$ cat src/rtl/pic8_core.sv
module pic8_core (
  input  logic       clk,
  input  logic       rst_n,
  input  logic       wr_en,
  input  logic       rd_en,
  input  logic       addr,
  input  logic [7:0] wdata,
  output logic [7:0] rdata,
  input  logic [7:0] irq_in,
  input  logic       inta,
  output logic       int_o,
  output logic [7:0] vec_o
);
  localparam int LW = 3;

  typedef enum logic [1:0] {READY, W_BASE, W_CASC, W_MODE} seq_t;

  seq_t          st;
  logic [7:3]    base;
  logic          single, need_mode, ltim, aeoi, sfnm, smm, read_is, poll;
  logic [7:0]    mask, isr, irr, prev;
  logic [LW-1:0] lowest;

  function automatic logic [LW:0] pick(input logic [7:0] v, input logic [LW-1:0] low);
    logic [LW-1:0] l;
    pick = {1'b0, 3'd7};
    for (int i = 7; i >= 0; i--) begin
      l = low + LW'(i) + 3'd1;
      if (v[l]) pick = {1'b1, l};
    end
  endfunction

  logic [7:0]    pend, isr_eff;
  logic          wf, sf, tf, grant, ready, poll_rd, ack_hit;
  logic [LW-1:0] wl, sl, tl, wrank, srank;

  assign ready   = (st == READY);
  assign pend    = irr & ~mask;
  assign isr_eff = smm ? (isr & ~mask) : isr;
  assign {wf, wl} = pick(pend, lowest);
  assign {sf, sl} = pick(isr_eff, lowest);
  assign {tf, tl} = pick(isr, lowest);
  assign wrank   = wl - lowest - 3'd1;
  assign srank   = sl - lowest - 3'd1;
  assign grant   = ready && wf && (!sf || wrank < srank || (sfnm && wrank == srank));
  assign int_o   = grant;
  assign vec_o   = {base, wl};
  assign poll_rd = rd_en && !addr && poll;
  assign ack_hit = (inta || poll_rd) && grant;

  assign rdata = addr ? mask :
                 poll ? {grant, 4'b0000, grant ? wl : 3'd0} :
                 read_is ? isr : irr;

  logic start_w, ctl_w, mode_w;
  assign start_w = wr_en && !addr && wdata[4];
  assign ctl_w   = wr_en && !addr && !wdata[4] && !wdata[3] && ready;
  assign mode_w  = wr_en && !addr && !wdata[4] &&  wdata[3] && ready;

  logic [7:0] isr_nx, irr_nx, ack_bit;
  assign ack_bit = ack_hit ? (8'h01 << wl) : 8'h00;

  always_comb begin
    isr_nx = isr;
    if (ack_hit && !aeoi) isr_nx = isr_nx | ack_bit;
    if (ctl_w && wdata[5]) begin
      if (wdata[6])  isr_nx[wdata[2:0]] = 1'b0;
      else if (tf)   isr_nx[tl] = 1'b0;
    end
  end

  always_comb begin
    if (ltim) irr_nx = irq_in;
    else      irr_nx = (irr | (irq_in & ~prev)) & ~ack_bit;
  end

  always_ff @(posedge clk or negedge rst_n) begin
    if (!rst_n) begin
      st <= READY; base <= '0; single <= 1'b1; need_mode <= 1'b0;
      ltim <= 1'b0; aeoi <= 1'b0; sfnm <= 1'b0; smm <= 1'b0;
      read_is <= 1'b0; poll <= 1'b0;
      mask <= '0; isr <= '0; irr <= '0; prev <= '1; lowest <= 3'd7;
    end else if (start_w) begin
      st <= W_BASE; single <= wdata[1]; need_mode <= wdata[0]; ltim <= wdata[3];
      aeoi <= 1'b0; sfnm <= 1'b0; smm <= 1'b0; read_is <= 1'b0; poll <= 1'b0;
      mask <= '0; isr <= '0; irr <= '0; prev <= '1; lowest <= 3'd7;
    end else begin
      prev <= irq_in;
      irr  <= irr_nx;
      isr  <= isr_nx;
      if (poll_rd) poll <= 1'b0;
      if (wr_en && addr) begin
        unique case (st)
          W_BASE: begin
            base <= wdata[7:3];
            st   <= !single ? W_CASC : (need_mode ? W_MODE : READY);
          end
          W_CASC: st <= need_mode ? W_MODE : READY;
          W_MODE: begin
            aeoi <= wdata[1];
            sfnm <= wdata[4];
            st   <= READY;
          end
          default: mask <= wdata;
        endcase
      end
      if (ctl_w) begin
        unique case (wdata[7:5])
          3'b101:          if (tf) lowest <= tl;
          3'b110, 3'b111:  lowest <= wdata[2:0];
          default: ;
        endcase
      end
      if (mode_w) begin
        if (wdata[2]) poll <= 1'b1;
        if (wdata[1]) read_is <= wdata[0];
        if (wdata[6]) smm <= wdata[5];
      end
    end
  end

  AST_START_CLEARS: assert property (@(posedge clk) disable iff (!rst_n)
    start_w |=> (mask == 8'h00 && isr == 8'h00 && irr == 8'h00)) else $error("start word");
  AST_MASK_LOAD: assert property (@(posedge clk) disable iff (!rst_n)
    (wr_en && addr && ready) |=> rdata == $past(wdata) || !addr) else $error("mask load");
  AST_INT_NEEDS_REQ: assert property (@(posedge clk) disable iff (!rst_n)
    int_o |-> |(irr & ~mask)) else $error("int without request");
  AST_ACK_SETS_ISR: assert property (@(posedge clk) disable iff (!rst_n)
    (inta && int_o && !aeoi && !wr_en) |=> isr[$past(wl)]) else $error("ack");
  AST_AEOI_KEEPS_ISR: assert property (@(posedge clk) disable iff (!rst_n)
    (aeoi && inta && !wr_en && !rd_en) |=> $stable(isr)) else $error("aeoi");
  AST_LEVEL_FOLLOWS: assert property (@(posedge clk) disable iff (!rst_n)
    (ltim && !wr_en) |=> irr == $past(irq_in)) else $error("level");
endmodule

$ cat config.mk
export PLATFORM = sky130hd
export DESIGN_NAME = pic8_core
export DESIGN_NICKNAME = d
export VERILOG_FILES = /design/src/rtl/pic8_core.sv
export SDC_FILE = /design/constraint.sdc
export NUM_CORES = 1
export LEC_CHECK = 0
export BUFFER_PORTS_ARGS = -buffer_cell sky130_fd_sc_hd__buf_2
export CAP_MARGIN = 5
export CORE_AREA = 2 2 104 106
export CTS_CLUSTER_SIZE = 25
export DETAILED_ROUTE_END_ITERATION = 8
export DIE_AREA = 0 0 106 108
export PLACE_DENSITY = 0.82
export SKIP_CTS_REPAIR_TIMING = 1
export SYNTH_ARGS = -nofsm -noshare
export SYNTH_HDL_FRONTEND = slang
export SYNTH_SLANG_ARGS = --single-unit
$ cat constraint.sdc
create_clock -name clk -period 9.2 [get_ports clk]
set_clock_uncertainty 0.05 [all_clocks]
set_input_delay 2.3 -clock clk [delete_from_list [all_inputs] [get_ports clk]]
set_output_delay 2.3 -clock clk [all_outputs]
set_load 0.1 [all_outputs]
==> summary.md <==
| Metric | Value |
|---|---|
| Status | finished clean |
| Main combinational cell family by area after synthesis | multiplexers |
| Initial antenna violation count | 0 |
| Fin Setup TNS | 0 ps |
| Gr ovfl total | 0 |
| Initial drt markers | 509 |
| Inserted Diodes | 0 |
| CTS root buf | clkbuf_8 |
| Max-cap violations | 0 |
| Clk_lat worst skew | 300 ps |
| Rows | 37 |
| Die ar. | 0.0114 mm^2 |
| RSZ-0062 raised after global routing | no |
| CP Capture Type | output pin |
| Hold WS | 433 ps |
| Die X | 106 um |
| Total track usage | 28.6% |
| Worst Hold Class | flop to flop |
| Initial core utilization | 54.1% |
| Fin crit share | 92.5% |
| Final setup viols | 0 |
| Worst Path Required | 6850 ps |
| Worst slack, placed | 1070 ps |
| Finished Cell Area | 0.00591 mm^2 |
| Placed Area | 0.00581 mm^2 |
| FF-to-FF End | isr[1] |
| Synth Area in Simple Gates | 19.0% |
| Critical Path Source Type | flop |
| Worst setup path end | rdata[0] |
| CTS buffer count | 5 |
| DR DRC count | 0 |
| Top cells by area, synth | dfrtp_1 17%, mux4_2 13%, mux2i_1 6.3%, dfstp_2 5.7%, nand2_1 4.5% |
| Worst setup startpoint | lowest[0] |
| Die H | 108 um |
| Final wirelength | 16100 um |
| Critical Path AT | 6160 ps |
| Area growth syn-to-layout | 6.71% |
| EDFF count, synth | 0 |
| Slew at the pin closest to its max-slew limit | 1100 ps |
| List of most frequent post-synthesis cells | 66 x nand2_1, 46 x a21oi_1, 44 x nor2_1 |
| DR pass1 iterations | 5 |
| GPL Wtd Cong | 0.967 |
| Worst slew margin | 26.7% |
| H-Tree Level Count | 2 |
| Net count, final | 660 |
| Largest net degree at the start of global routing | 51 |
| Min Tclk post-route | 8510 ps |
| Post-synth top area share | 17.2% |
| CTS tree | built |
| Post-synth cell types | 83 |
| Post-Syn Area | 0.00553 mm^2 |
| Total vias in the final route | 5224 |
| Main synth FF type | dfrtp_1 |
| Area share of fa/ha/maj cells after synthesis | 3.44% |
| DP Wirelength | 11900 um |
| Final Worst Setup Slack | 689 ps |
| CORE AREA | 0.0102 mm^2 |
| DRT antenna net count | 0 |
| I/O Buffers | 38 |
| #FFs+latches synth | 50 |
| Cell taking the most area after synthesis | dfrtp_1 |
| Cell count after synthesis | 608 |
| XOR/XNOR share of the synthesized area | 2.37% |
| Share of layout cells above drive strength 1 | 22.6% |
| Synth Area in Compound Gates | 21.5% |
| Clock Tree Buf Depth | 2 |
| Drt wl/cell | 21.1 um |
| Sequential area share after synthesis | 22.9% |
| Vias per cell | 6.86 |
| Crit Path Category | flop to output pin |
| Final Max Tran Viols | 0 |
| Yosys warning count | 0 |
| Critical Path Fanout Max | 30 |
| Reg2reg start | lowest[0] |
| Hold Vio Cnt, Final | 0 |
| Fraction of registers with async set or reset after synthesis | 100% |
| Reg2reg setup slack | 3220 ps |
| Most common cell in the synthesized netlist | nand2_1 |
| R2R cell count | 21 |
| Mux contribution to synthesized area | 24.9% |
| First-pass GRT wire length | 26000 um |
| Clk sinks | 50 |
| Syn nets | 644 |
| Syn Area/Cell | 9.10 um^2 |
| Vias in the first global route | 5074 |
| Clock slew at reported path FFs | 90 ps |
| I/O Pins | 39 |
| Fmax | 0.117 GHz |
| Layout fillers | 886 |
-- registers in the layout, summed over array words and instances, names as in the netlist --
register	cells
sfnm	1
read_is	1
lowest	3
single	1
need_mode	1
irr	8
st	2
isr	8
aeoi	1
base	5
mask	8
poll	1
prev	8
smm	1
ltim	1
-- layer usage --
layer | vias to the layer above | global-route usage, % | wire length (um)
met1 | 2518 | 37.2 | 6290
met5 | - | 0 | 0
met3 | 55 | 4.22 | 1550
li1 | 2313 | - | -
met2 | 338 | 47.9 | 7660
met4 | 0 | 12.5 | 556
-- how the worst min path moves through the flow --
stage	start	end	depth (start not counted)
after floorplan	single	single	2
after global placement	single	single	2
after detailed placement	single	single	2
after CTS	single	single	2
after global routing	single	single	2
final	single	single	2
-- critical path, cell delays in order (launching register included) --
cell     delay (ps)
dfstp_2         620
inv_8           120
ha_1            410
xnor2_2         540
mux4_2          410
mux2i_1         250
nand2_1         100
a21oi_1         160
or3_1           410
nor2_4           60
ha_1            210
fa_1            380
xor2_1          160
xnor2_1         130
ha_1            340
o21a_1          110
o21ai_0         170
a41o_1          130
o311a_2         320
nand2_1         130
o32ai_1         270
mux2_2          250
buf_12          180
-- area by class of cell --
cell class | instances | area [um^2] | share of cell area [%]
Multi-Input combinational cell | 496 | 3960 | 67.0
Sequential cell | 50 | 1270 | 21.4
Timing Repair Buffer | 45 | 318 | 5.38
Tap cell | 136 | 170 | 2.88
Inverter | 26 | 105 | 1.78
Clock buffer | 7 | 86.3 | 1.46
Clock inverter | 1 | 5.00 | 0.0847
-- per-stage QoR --
step	util, %	std cells
4_1_cts	57.7	761
5_1_grt	57.7	761
6_report	57.7	761
3_5_place_dp	56.8	753
3_3_place_gp	56.8	753
2_1_floorplan	-	608
-- cell usage in the layout, fill, tap and decap left out, types with 4 or more instances in the layout --
| cell | instances |
|---|---|
| nor2b_1 | 16 |
| mux2_2 | 20 |
| dfrtp_1 | 38 |
| and3_1 | 4 |
| mux4_2 | 31 |
| buf_2 | 33 |
| a21boi_0 | 7 |
| o211ai_1 | 4 |
| ha_1 | 12 |
| o21ai_0 | 30 |
| o21a_1 | 6 |
| buf_4 | 7 |
| dfstp_2 | 12 |
| mux2i_1 | 35 |
| buf_12 | 5 |
| nor2_1 | 43 |
| inv_1 | 21 |
| nand2b_1 | 19 |
| a22o_1 | 10 |
| nand3_1 | 19 |
| clkbuf_8 | 6 |
| o21ai_1 | 7 |
| a21oi_1 | 45 |
| or3_1 | 6 |
| o22ai_1 | 9 |
| nor3_1 | 9 |
| a31oi_1 | 6 |
| nand2_1 | 66 |
| mux4_1 | 4 |
-- logic make-up (layout without fill, tap and decap cells) --
kind of cell | after synthesis | in the layout
compound gates | 173 | 173
buf+inv | 62 | 79
xor+xnor | 10 | 10
simple gates | 209 | 209
flops | 50 | 50
fa+ha+maj | 14 | 14
mux | 90 | 90
Power is not shown: default switching activity piles up to over one toggle a cycle in this logic, so the estimate is an artifact.
